$ cat src/rtl/chan_pwr_pkg.sv
// Shared definitions for the per-channel power-mode controller.
// Assumes a 16-bit command word with the control code in the top nibble.
package chan_pwr_pkg;

    localparam int WORD_W   = 16;
    localparam int CTRL_HI  = 15;
    localparam int CTRL_LO  = 12;
    localparam int MASK_LO  = 4;
    localparam int SEL_HI   = 3;
    localparam int SEL_LO   = 2;

    localparam logic [3:0] CODE_POWER = 4'b1111;
    localparam logic [3:0] CODE_RESET = 4'b0001;

    // Mode encoding equals the selector value of a power command.
    typedef enum logic [1:0] {
        MODE_WEAK   = 2'b00,
        MODE_HIZ    = 2'b01,
        MODE_STRONG = 2'b10,
        MODE_ACTIVE = 2'b11
    } pwr_mode_e;

endpackage

$ cat src/rtl/chan_pwr_cmd_decode.sv
// Command decoder: classifies one command word into a global reset
// request or a masked power update. Assumes cmd_valid is a one-cycle strobe.
module chan_pwr_cmd_decode
    import chan_pwr_pkg::*;
#(
    parameter int NUM_CH = 8
) (
    input  logic              clk,
    input  logic              rst_n,
    input  logic              cmd_valid,
    input  logic [WORD_W-1:0] cmd_word,
    output logic              soft_rst,
    output logic              pwr_upd,
    output logic [NUM_CH-1:0] upd_mask,
    output pwr_mode_e         upd_mode
);

    logic [3:0] ctrl_code;
    logic [1:0] spare_bits;

    // Split the word into its fields; bits 1:0 carry no meaning.
    always_comb begin
        ctrl_code  = cmd_word[CTRL_HI:CTRL_LO];
        spare_bits = cmd_word[1:0];
        upd_mask   = cmd_word[MASK_LO +: NUM_CH];
        upd_mode   = pwr_mode_e'(cmd_word[SEL_HI:SEL_LO]);
        soft_rst   = cmd_valid && (ctrl_code == CODE_RESET);
        pwr_upd    = cmd_valid && (ctrl_code == CODE_POWER);
    end

    // a single word never requests both a global reset and an update.
    assert_excl_R7: assert property (@(posedge clk) disable iff (!rst_n)
        !(soft_rst && pwr_upd));

    // the ignored low bits never gate the update strobe.
    assert_spare_R6: assert property (@(posedge clk) disable iff (!rst_n)
        (cmd_valid && ctrl_code == CODE_POWER && spare_bits != 2'b00) |-> pwr_upd);

endmodule

$ cat src/rtl/chan_pwr_status.sv
// Status decoder: converts a channel's 2-bit mode into four one-hot lines.
// Assumes the mode input always holds a legal encoding, since all four codes are used.
module chan_pwr_status
    import chan_pwr_pkg::*;
(
    input  pwr_mode_e mode,
    output logic      st_enable,
    output logic      st_hiz,
    output logic      st_strong,
    output logic      st_weak
);

    // One line per mode; exactly one is high.
    always_comb begin
        st_enable = 1'b0;
        st_hiz    = 1'b0;
        st_strong = 1'b0;
        st_weak   = 1'b0;
        case (mode)
            MODE_ACTIVE: st_enable = 1'b1;
            MODE_HIZ:    st_hiz    = 1'b1;
            MODE_STRONG: st_strong = 1'b1;
            default:     st_weak   = 1'b1;
        endcase
    end

endmodule

$ cat src/rtl/chan_pwr_slot.sv
// One channel: holds the mode register and the wake-up counter, and drives
// the status and ready outputs. Assumes force_def takes priority over load.
module chan_pwr_slot
    import chan_pwr_pkg::*;
#(
    parameter int WAKE_CYCLES = 6000,
    localparam int CNT_W = $clog2(WAKE_CYCLES + 2)
) (
    input  logic      clk,
    input  logic      rst_n,
    input  logic      force_def,
    input  logic      load,
    input  pwr_mode_e new_mode,
    output logic      en_o,
    output logic      hiz_o,
    output logic      strong_o,
    output logic      weak_o,
    output logic      ready_o
);

    localparam logic [CNT_W-1:0] WAKE_LD = CNT_W'(WAKE_CYCLES);

    pwr_mode_e        mode_q;
    logic [CNT_W-1:0] wake_cnt;
    logic             leaving_sd;

    // Detect a real transition from shutdown to active.
    always_comb begin
        leaving_sd = load && (new_mode == MODE_ACTIVE) && (mode_q != MODE_ACTIVE);
    end

    // Mode register with forced default on reset or clear.
    always_ff @(posedge clk) begin
        if (!rst_n || force_def) begin
            mode_q <= MODE_WEAK;
        end else if (load) begin
            mode_q <= new_mode;
        end
    end

    // Wake-up counter: loaded on leaving shutdown, cleared by shutdown, else counts down.
    always_ff @(posedge clk) begin
        if (!rst_n || force_def) begin
            wake_cnt <= '0;
        end else if (leaving_sd) begin
            wake_cnt <= WAKE_LD;
        end else if (load && new_mode != MODE_ACTIVE) begin
            wake_cnt <= '0;
        end else if (wake_cnt != '0) begin
            wake_cnt <= wake_cnt - 1'b1;
        end
    end

    chan_pwr_status u_status (
        .mode      (mode_q),
        .st_enable (en_o),
        .st_hiz    (hiz_o),
        .st_strong (strong_o),
        .st_weak   (weak_o)
    );

    // Ready only when driving and the count has drained.
    always_comb begin
        ready_o = en_o && (wake_cnt == '0);
    end

    // without load or force, the mode holds.
    assert_hold_R6: assert property (@(posedge clk) disable iff (!rst_n)
        (!load && !force_def) |=> $stable(mode_q));

    // a forced default always lands in weak pull-down.
    assert_default_R8: assert property (@(posedge clk) disable iff (!rst_n)
        force_def |=> weak_o);

    // the first active cycle after shutdown is never ready.
    assert_wake_low_R9: assert property (@(posedge clk) disable iff (!rst_n)
        ((WAKE_CYCLES > 0) && $rose(en_o)) |-> !ready_o);

    // ready implies the channel is driving.
    assert_ready_active_R10: assert property (@(posedge clk) disable iff (!rst_n)
        ready_o |-> en_o);

    // the four status lines are one-hot.
    assert_onehot_R11: assert property (@(posedge clk) disable iff (!rst_n)
        $onehot({en_o, hiz_o, strong_o, weak_o}));

endmodule

$ cat src/rtl/chan_power_ctrl.sv
// Top: per-channel output power-mode controller. It decodes command words
// and applies mask-selected mode changes to NUM_CH channel slots.
// Assumes a synchronous active-low reset and synchronous clear.
module chan_power_ctrl
    import chan_pwr_pkg::*;
#(
    parameter int NUM_CH      = 8,
    parameter int WAKE_CYCLES = 6000
) (
    input  logic              clk,
    input  logic              rst_n,
    input  logic              clear,
    input  logic              cmd_valid,
    input  logic [WORD_W-1:0] cmd_word,
    output logic [NUM_CH-1:0] ch_enable,
    output logic [NUM_CH-1:0] ch_hiz,
    output logic [NUM_CH-1:0] ch_pd_strong,
    output logic [NUM_CH-1:0] ch_pd_weak,
    output logic [NUM_CH-1:0] ch_ready
);

    logic              soft_rst;
    logic              pwr_upd;
    logic [NUM_CH-1:0] upd_mask;
    pwr_mode_e         upd_mode;
    logic              force_def;

    chan_pwr_cmd_decode #(.NUM_CH(NUM_CH)) u_dec (
        .clk       (clk),
        .rst_n     (rst_n),
        .cmd_valid (cmd_valid),
        .cmd_word  (cmd_word),
        .soft_rst  (soft_rst),
        .pwr_upd   (pwr_upd),
        .upd_mask  (upd_mask),
        .upd_mode  (upd_mode)
    );

    // Clear and the software reset share one forced-default path.
    always_comb begin
        force_def = clear || soft_rst;
    end

    for (genvar i = 0; i < NUM_CH; i++) begin : g_ch
        chan_pwr_slot #(.WAKE_CYCLES(WAKE_CYCLES)) u_slot (
            .clk       (clk),
            .rst_n     (rst_n),
            .force_def (force_def),
            .load      (pwr_upd && upd_mask[i]),
            .new_mode  (upd_mode),
            .en_o      (ch_enable[i]),
            .hiz_o     (ch_hiz[i]),
            .strong_o  (ch_pd_strong[i]),
            .weak_o    (ch_pd_weak[i]),
            .ready_o   (ch_ready[i])
        );
    end

    // the cycle after reset shows every channel in weak pull-down.
    assert_reset_R1: assert property (@(posedge clk)
        !rst_n |=> (ch_pd_weak == '1 && ch_ready == '0));

endmodule

$ cat config.mk
export PLATFORM = sky130hd
export DESIGN_NAME = chan_power_ctrl
export DESIGN_NICKNAME = d
export VERILOG_FILES = /design/src/rtl/chan_pwr_pkg.sv /design/src/rtl/chan_pwr_cmd_decode.sv /design/src/rtl/chan_pwr_status.sv /design/src/rtl/chan_pwr_slot.sv /design/src/rtl/chan_power_ctrl.sv
export SDC_FILE = /design/constraint.sdc
export NUM_CORES = 1
export LEC_CHECK = 0
export BUFFER_PORTS_ARGS = -buffer_cell sky130_fd_sc_hd__buf_2
export CORE_UTILIZATION = 50
export DETAILED_ROUTE_END_ITERATION = 8
export GPL_TIMING_DRIVEN = 0
export PLACE_DENSITY = 0.69
export SLEW_MARGIN = 20
export SYNTH_ARGS = -nofsm -noshare
export SYNTH_HDL_FRONTEND = slang
export SYNTH_SLANG_ARGS = --single-unit
$ cat constraint.sdc
create_clock -name clk -period 6.85 [get_ports clk]
set_input_delay 1.37 -clock clk [delete_from_list [all_inputs] [get_ports clk]]
set_output_delay 1.37 -clock clk [all_outputs]
set_load 0.005 [all_outputs]
# After elaboration in Yosys (flattened, before gate mapping)
# Cells that the tools add are included.
[totals]
wordCells = 209
in_bits = 20
output_inout_bits = 40
reg_bits = 120
[op_classes]
add_sub_neg = 8
n_reduce_logical = 85
n_mux = 56
n_eq_ne = 36
[op_table]
columns = ["op", "n"]
rows = [
  ["$mux 13", 24],
  ["$logic_not 13->1", 8],
  ["$reduce_bool 13->1", 8],
  ["$sub 13x1->13 const B", 8],
  ["$reduce_or 3->1", 16],
  ["$logic_and 1x1->1", 42],
  ["$eq 2x2->1 const B", 17],
  ["$mux 1", 32],
  ["$reduce_bool 3->1", 8],
  ["$ne 2x2->1 const B", 9],
  ["$eq 2x1->1 const B", 8],
  ["$eq 4x1->1 const B", 1],
  ["$eq 4x4->1 const B", 1],
  ["$logic_or 1x1->1", 2],
  ["$logic_not 1->1", 1],
]

# Logic depth before layout (Yosys ltp)
# Gate-level depths: netlist of the first run.
[logic_depth]
ltp_word = 6
ltp_mapped = 8
depth_no_buf = 7

# Modules after synthesis
# Synthesis of the first run repeated with hierarchy kept, for this count alone.
[unflattened]
cells_unflattened = 695
area_unflattened_um2 = 6212.2
[by_module_without_submodules]
columns = ["mod", "seq_area_each_um2", "cells_each", "area_per_inst_um2", "instances"]
rows = [
  ["chan_pwr_slot", 300.3, 80, 730.7, 8],
  ["chan_pwr_status", 0.0, 4, 26.3, 8],
  ["chan_pwr_cmd_decode", 0.0, 14, 100.1, 1],
  ["chan_power_ctrl", 0.0, 9, 56.3, 1],
]

# Worst setup path before layout of the first run
# No wires, ideal clock.
[synth_path]
path_type = "register to output"
startpoint = "register g_ch[7].u_slot.wake_cnt[4]"
endpoint = "output ch_ready[7]"
setup_slack_ps = 3616
path_stages_with_launch = 7
arrival_ps = 1864
required_time_ps = 5480
path_buffers = 2
cell_sequence = "dfxtp_1 > or4_4 > or4_4 > or2_0 > buf_2 > nor2_1 > buf_4"
[synth_via]
elab_chain_cells = 2
[synth_lines]
columns = ["element", "line_no", "source"]
rows = [
  ["from (decl)", "chan_pwr_slot.sv:24", "logic [CNT_W-1:0] wake_cnt;"],
  ["from (signal assigned)", "chan_pwr_slot.sv:50", "wake_cnt <= wake_cnt - 1'b1;"],
  ["$logic_not 13->1", "chan_pwr_slot.sv:64", "ready_o = en_o && (wake_cnt == '0);"],
  ["$logic_and 1x1->1", "chan_pwr_slot.sv:64", ""],
  ["to (decl)", "chan_power_ctrl.sv:19", "output logic [NUM_CH-1:0] ch_ready"],
]
# Every way passes these cells.

# Worst setup path after layout of the first run
[layout_path]
startpoint = "register g_ch[1].u_slot.wake_cnt[4]"
endpoint = "output ch_ready[1]"
[layout_via]
elab_chain_cells = 2
[layout_lines]
columns = ["element", "line_no"]
rows = [
  ["from (decl)", "chan_pwr_slot.sv:24"],
  ["from (signal assigned)", "chan_pwr_slot.sv:50"],
  ["$logic_not 13->1", "chan_pwr_slot.sv:64"],
  ["$logic_and 1x1->1", "chan_pwr_slot.sv:64"],
]
# Every way passes these cells.

==> flow_summary.yaml, run 1 <==
worst_setup_path:
  cp.required_ns: 5.48
  setup.worst_path.end_class: "primary output"
  setup.worst_path.class: "register to primary output"
  crit_fanout: 6
  worstSetupStartpointType: "register"
  worst-endpoint-arrival_ns: 2.75
detailed_routing:
  dr.first_iter.drc_count: 365
  detailed_route_wirelength_on_metal2_um: 7500
  route.met3.wl_um: 639
  dr_total_vias: 5641
  ant_nets: 0
  via_per_inst: 5.39
  detailedRoute.firstPassIterationCount: 4
  post-route-drc-count: 0
  avgRoutedWirePerCell_um: 14.3
  wl_met1_um: 6630
  postRouteWirelength_um: 15000
  highest_layer: "met4"
place:
  io_buffer_count: 55
  placed_cell_area_um2: 6920
  detailed_place_hpwl_um: 10700
  dpl_worst_slack_ns: 3.27
  placed_instances: 1014
  gp_routability_congestion: 0.870
sta:
  setup_viol: 0
  final_hold_viol_count: 0
  finalMaxSlewViolations: 0
  layout_min_cycle_time_ns: 4.12
  grt_setup_unrepaired: "false"
  max_freq_mhz: 243
  fin_worst_skew_ns: 0.00695
  final_total_negative_setup_slack_ns: 0
  transition_time_at_the_pin_with_the_least_slew_margin_ns: 0.993
  timing.final.crit_share: 0.601
  layout_setup_ws_ns: 2.73
  maxSlewHeadroom: 0.332
hold_path:
  min-delay-path-class: "register to register"
clock_tree:
  clkTransAtPathRegs_ns: 0.05
  ctsLongestPathBuffers: 2
  cts-htree-levels: 4
  cts_repair_resize_count: 0
  ctsRootBufferMaster: "sky130_fd_sc_hd__clkbuf_16"
  tritoncts: "done"
  holdBufCountCts: 0
  post-cts-setup-buffer-count: 0
  insertion_delay_ns: 0.42
  cts_inserted_buffers: 17
  clock-sinks: 120
yosys:
  post_synthesis_instance_total: 787
  syn_area_per_cell_um2: 8.16
  synth_simple_gate_area_share: 0.284
  syn-cell-area_um2: 6420
  synth_xor_area_frac: 0.0968
  post_synthesis_compound_gate_area_fraction: 0.118
  share_of_the_yosys_chip_area_belonging_to_registers: 0.374
  cell_variety_after_synth: 60
  synthArstFlopShare: 0
  synth.ff_latch_count: 120
  synth_top_flop_cell: "sky130_fd_sc_hd__dfxtp_1"
  syn_nets: 823
  synth_top_family_by_area: "simple AND/OR/NAND/NOR gates"
  fraction_of_the_mapped_netlist_area_in_adder_cells: 0.0312
  yosysWarnings: 0
  yosys-mux-area-fraction: 0.0206
  synth_enable_flop_cells: 0
global_route:
  grt_antenna_before_repair: 0
  remaining_global_route_overflow: 0
  maximum_number_of_pins_on_one_net_before_global_route_repair: 17
  grt_first_pass_wirelength_um: 25000
  grt_use_total: 0.241
  grt_pass1_vias: 5425
final_layout:
  antenna-diode-count: 0
  nets: 897
  final_design_area_no_fill_um2: 7540
  syn_to_final_growth_pct: 17.4
  post_route_cells_drive_above_1_share: 0.172
  finish.cell_count_without_fillers: 1046
die:
  die_w_um: 115
  design.core.area_um2: 12600
  num_io_pins: 60
  initial_core_util: 0.511
  floorplan.rows: 41
  dieHeight_um: 115
  floorplan.die_area_um2: 13300
power:
  power_density_nw_per_um2: 550
  standby_leakage_power_nw: 3.26
  ir_worst_vdd_mv: 0.298
run:
  drv.max_cap_violation_count: 0
status:
  status: "finished clean"
registers in the layout (all words and copies together) (netlist names):
signal                cells
g_ch.u_slot.wake_cnt    104
g_ch.u_slot.mode_q       16
final cells by class:
class,instances,area (um2)
multi-input cells,579,3540
well taps,172,215
inverters,26,97.6
clock inverters,8,115
plain buffers,62,388
flip-flops and latches,120,2400
fillers,1156,5030
clock buffers,24,512
repair buffers,55,275
worst paths after layout:
check	from	end	slack, ns	cells past startpoint
worst min register to register	g_ch[6].u_slot.wake_cnt[7]	g_ch[6].u_slot.wake_cnt[7]	0.48	2
worst max register to register	g_ch[6].u_slot.wake_cnt[0]	g_ch[6].u_slot.wake_cnt[6]	4.50	7
worst min-delay path	g_ch[6].u_slot.wake_cnt[7]	g_ch[6].u_slot.wake_cnt[7]	0.48	2
worst max-delay path	g_ch[1].u_slot.wake_cnt[4]	ch_ready[1]	2.73	6
cell usage after synthesis (2+ instances only):
master                      instances  share of area
sky130_fd_sc_hd__ha_1              16          0.031
sky130_fd_sc_hd__clkbuf_1          16         0.0093
sky130_fd_sc_hd__mux2i_1           11          0.017
sky130_fd_sc_hd__o22ai_1            4         0.0039
sky130_fd_sc_hd__buf_2              4         0.0031
sky130_fd_sc_hd__or4_4              3         0.0053
sky130_fd_sc_hd__or3b_2             3         0.0041
sky130_fd_sc_hd__inv_1             26          0.015
sky130_fd_sc_hd__a211oi_1          10          0.012
sky130_fd_sc_hd__nor2_1           103          0.060
sky130_fd_sc_hd__o211ai_1           4         0.0047
sky130_fd_sc_hd__nor3_1            19          0.015
sky130_fd_sc_hd__nand2_1           72          0.042
sky130_fd_sc_hd__buf_4             40          0.047
sky130_fd_sc_hd__or3_1              2         0.0019
sky130_fd_sc_hd__nor4_1            18          0.018
sky130_fd_sc_hd__nand2b_1           8         0.0078
sky130_fd_sc_hd__o21a_1             2         0.0023
sky130_fd_sc_hd__and3_1             4         0.0039
sky130_fd_sc_hd__nand3b_1          15          0.018
sky130_fd_sc_hd__nor4b_1            5         0.0068
sky130_fd_sc_hd__or2_2              5         0.0049
sky130_fd_sc_hd__nor2b_1           19          0.018
sky130_fd_sc_hd__or4b_1             3         0.0047
sky130_fd_sc_hd__and2_1             4         0.0039
sky130_fd_sc_hd__nand4_1            8         0.0078
sky130_fd_sc_hd__or4b_2             2         0.0031
sky130_fd_sc_hd__o31ai_1            4         0.0047
sky130_fd_sc_hd__a31oi_1            5         0.0049
sky130_fd_sc_hd__dfxtp_1          120           0.37
sky130_fd_sc_hd__a21oi_1           50          0.039
sky130_fd_sc_hd__o21ai_1            6         0.0047
sky130_fd_sc_hd__xor2_1            34          0.046
sky130_fd_sc_hd__a2111oi_0          2         0.0027
sky130_fd_sc_hd__nand4b_1           2         0.0027
sky130_fd_sc_hd__buf_1              2         0.0012
sky130_fd_sc_hd__nor3b_1            4         0.0047
sky130_fd_sc_hd__mux2_2             2         0.0035
sky130_fd_sc_hd__xnor2_1           37          0.050
sky130_fd_sc_hd__o21ai_0           28          0.022
sky130_fd_sc_hd__or4_1              9          0.011
sky130_fd_sc_hd__nand3_1           38          0.030
kinds of logic after synthesis:
family                   count (synthesis)
AO/OA/AOI/OAI                          126
XOR/XNOR                                71
adder cells (fa/ha/maj)                 16
buffers and inverters                   88
flip-flops                             120
multiplexers                            13
AND/OR/NAND/NOR                        353
metrics by stage:
step	util	hold WS, ns	power [mW]
after global placement	0.550	0.465	3.11
after global routing	0.600	0.520	4.50
after detailed placement	0.550	0.478	3.18
final	0.600	0.484	4.15
after floorplan	-	0.450	2.82
after CTS	0.600	0.485	4.16
routing by layer:
metal / up-vias / GRT usage
met5: - / 0
met4: 0 / 0.0952
met3: 18 / 0.0691
met2: 93 / 0.420
met1: 2679 / 0.276
li1: 2851 / -
cells in the final DEF (no fill, tap or decap), drive strengths merged, types with 6 or more instances in the layout:
master / count
nand4: 8
nand2b: 8
nand3: 39
nand3b: 15
xor2: 34
mux2i: 11
ha: 16
o21ai: 34
inv: 26
or2: 6
or4: 12
nor2: 103
clkbuf: 40
nand2: 72
a211oi: 11
dfxtp: 120
nor4: 18
xnor2: 37
a21oi: 50
nor2b: 19
nor4b: 6
nor3: 19
buf: 101
worst max-delay path: stages (launching register included):
cell and delay (ns):
sky130_fd_sc_hd__dfxtp_1 0.34, sky130_fd_sc_hd__nor4_1 0.41, sky130_fd_sc_hd__nor4b_1 0.82, sky130_fd_sc_hd__nand2_1 0.36
sky130_fd_sc_hd__nor2_1 0.17, sky130_fd_sc_hd__buf_4 0.12, sky130_fd_sc_hd__buf_2 0.09
power breakdown:
part           internal, mW  switching, mW
clock network         0.626          0.309
registers             0.892          0.200
logic                 0.964           1.16
(Power assumes the default switching activity.)
==> run 2, diff against run 1 <==
- ABC_AREA: default -> 1
- PLACE_DENSITY: 0.69 -> 0.71
- clock period: 6.85 -> 3.76 ns (I/O delays scaled with it)
==> flow_summary.yaml, run 2 <==
status:
  status: "finished clean"
final_layout:
  post_route_cells_drive_above_1_share: 0.146
  largestRegisters: "g_ch.u_slot.wake_cnt (104), g_ch.u_slot.mode_q (16)"
  mostFrequentLayoutCells: "229 x sky130_fd_sc_hd__nand2_1, 203 x sky130_fd_sc_hd__nor2_1, 145 x sky130_fd_sc_hd__inv_1"
  final_core_occ: 0.594
  register_with_the_most_flip_flops: "g_ch.u_slot.wake_cnt"
  layout.cells.most_common: "sky130_fd_sc_hd__nand2_1"
  antenna-diode-count: 0
  register_area_um2: 2400
  nFillCells: 1329
  largest_reg_flops: 104
  nets: 1201
  multiInputGateArea_um2: 3760
  syn_to_final_growth_pct: 16.1
  finish.cell_count_without_fillers: 1358
detailed_routing:
  postRouteWirelength_um: 16900
  route.met3.wl_um: 856
  highest_layer: "met4"
  avgRoutedWirePerCell_um: 12.4
  detailed_route_wirelength_on_metal2_um: 7750
  dr.first_iter.drc_count: 516
  via_per_inst: 4.99
  wl_met1_um: 7910
  detailedRoute.firstPassIterationCount: 7
  dr_total_vias: 6783
  post-route-drc-count: 0
  ant_nets: 0
yosys:
  cell_variety_after_synth: 36
  synth_enable_flop_cells: 0
  synthArstFlopShare: 0
  syn_nets: 1127
  synth_top_flop_cell: "sky130_fd_sc_hd__dfxtp_1"
  synthTopCellsByArea: "sky130_fd_sc_hd__dfxtp_1 34%, sky130_fd_sc_hd__nand2_1 12%, sky130_fd_sc_hd__nor2_1 11%, sky130_fd_sc_hd__inv_1 7.7%, sky130_fd_sc_hd__nand3_1 6.9%"
  yosysWarnings: 0
  share_of_the_yosys_chip_area_belonging_to_registers: 0.338
  post_synth_most_frequent_cells: "229 x sky130_fd_sc_hd__nand2_1, 203 x sky130_fd_sc_hd__nor2_1, 145 x sky130_fd_sc_hd__inv_1, 120 x sky130_fd_sc_hd__dfxtp_1, 98 x sky130_fd_sc_hd__nand3_1"
  synth_area_leader_cell: "sky130_fd_sc_hd__dfxtp_1"
  synth.ff_latch_count: 120
  syn-cell-area_um2: 7110
  synthMostInstantiatedCell: "sky130_fd_sc_hd__nand2_1"
  post_synthesis_instance_total: 1091
  post-synth-top-area-fraction: 0.338
  syn_area_per_cell_um2: 6.51
die:
  design.core.area_um2: 13900
  die_w_um: 121
  dieHeight_um: 121
  initial_core_util: 0.512
  num_io_pins: 60
  floorplan.die_area_um2: 14700
  floorplan.rows: 43
clock_tree:
  tritoncts: "done"
  cts_inserted_buffers: 17
  post-cts-setup-buffer-count: 0
  clock-sinks: 120
  clkTransAtPathRegs_ns: 0.05
  holdBufCountCts: 0
  insertion_delay_ns: 0.42
  ctsRootBufferMaster: "sky130_fd_sc_hd__clkbuf_16"
  cts-htree-levels: 4
  ctsLongestPathBuffers: 2
  cts_repair_resize_count: 0
sta:
  final_hold_viol_count: 0
  timing.final.crit_share: 0.728
  hold_slack_ns: 0.489
  finalMaxSlewViolations: 0
  layout_min_cycle_time_ns: 2.74
  max_freq_mhz: 365
  fin_worst_skew_ns: 0.00708
  transition_time_at_the_pin_with_the_least_slew_margin_ns: 0.626
  setup_viol: 0
  maxSlewHeadroom: 0.583
  grt_setup_unrepaired: "false"
  final_total_negative_setup_slack_ns: 0
place:
  io_buffer_count: 55
  placed_instances: 1326
  detailed_place_hpwl_um: 12300
  gp_routability_congestion: 0.868
global_route:
  grt_first_pass_wirelength_um: 27700
  remaining_global_route_overflow: 0
  grt_use_total: 0.242
  grt_pass1_vias: 6019
  grt_antenna_before_repair: 0
  maximum_number_of_pins_on_one_net_before_global_route_repair: 17
hold_path:
  min-delay-path-class: "register to register"
worst_setup_path:
  worst-endpoint-arrival_ns: 1.99
  setup.worst_path.class: "register to primary output"
  cp.required_ns: 3.01
  worstSetupStartpointType: "register"
  reg2reg_slack_ns: 2.06
  setup.worst_path.end_class: "primary output"
  crit_fanout: 5
run:
  drv.max_cap_violation_count: 0
==> run 2: cell count changes after synthesis, sizes merged, moves of 12 or more <==
cell / delta
nand2: +162
inv: +127
nor2: +108
nand3: +64
a21oi: +33
xnor2: -27
nor2b: -19
nand4: +17
nor4: -17
nand3b: -14
or4: -12
==> run 2: layout make-up <==
cell class	instances	area share
clock inverter	8	0.0170
inverter	153	0.0696
sequential	120	0.291
clock buffer	24	0.0608
buffer	52	0.0446
timing repair buffer	55	0.0334
multi-input combinational	766	0.456
tap	180	0.0273
==> run 2: worst max-delay path, cell delays in order (launching register included) <==
cell and delay [ns]:
sky130_fd_sc_hd__dfxtp_1 0.36, sky130_fd_sc_hd__inv_1 0.17, sky130_fd_sc_hd__ha_1 0.20, sky130_fd_sc_hd__nand2_1 0.06, sky130_fd_sc_hd__nor2_1 0.26, sky130_fd_sc_hd__nand3_1 0.11, sky130_fd_sc_hd__nor3_1 0.18, sky130_fd_sc_hd__buf_4 0.14
sky130_fd_sc_hd__buf_2 0.10
==> run 2: cells by family after synthesis <==
family | Yosys count | share of synthesized area
XOR/XNOR | 38 | 0.0468
AND/OR/NAND/NOR | 592 | 0.367
adder cells (fa/ha/maj) | 16 | 0.0282
buffers and inverters | 205 | 0.133
AO/OA/AOI/OAI | 120 | 0.0879
flip-flops | 120 | 0.338
==> run 2: layer usage <==
metal | global-route usage | vias to the layer above
li1 | - | 3570
met1 | 0.311 | 3031
met2 | 0.393 | 150
met3 | 0.0508 | 32
met4 | 0.0941 | 0
met5 | 0 | -
==> run 2: worst paths after layout <==
path                                end  depth (start not counted)                        from
max reg2reg  g_ch[5].u_slot.wake_cnt[5]                          9  g_ch[5].u_slot.wake_cnt[0]
min reg2reg  g_ch[3].u_slot.wake_cnt[2]                          2  g_ch[3].u_slot.wake_cnt[2]
max                         ch_ready[5]                          8  g_ch[5].u_slot.wake_cnt[0]
min          g_ch[3].u_slot.wake_cnt[2]                          2  g_ch[3].u_slot.wake_cnt[2]
==> run 2: per-stage QoR <==
step                setup WS [ns]  instance area, um2
finish                       1.02                8250
global route                0.924                8250
CTS                          1.03                8250
detailed placement           1.47                7610
global placement             1.47                7610
floorplan                    1.84                7110
Power of run 2 is not shown: default switching activity piles up to over one toggle a cycle in this logic, so the estimate is an artifact.
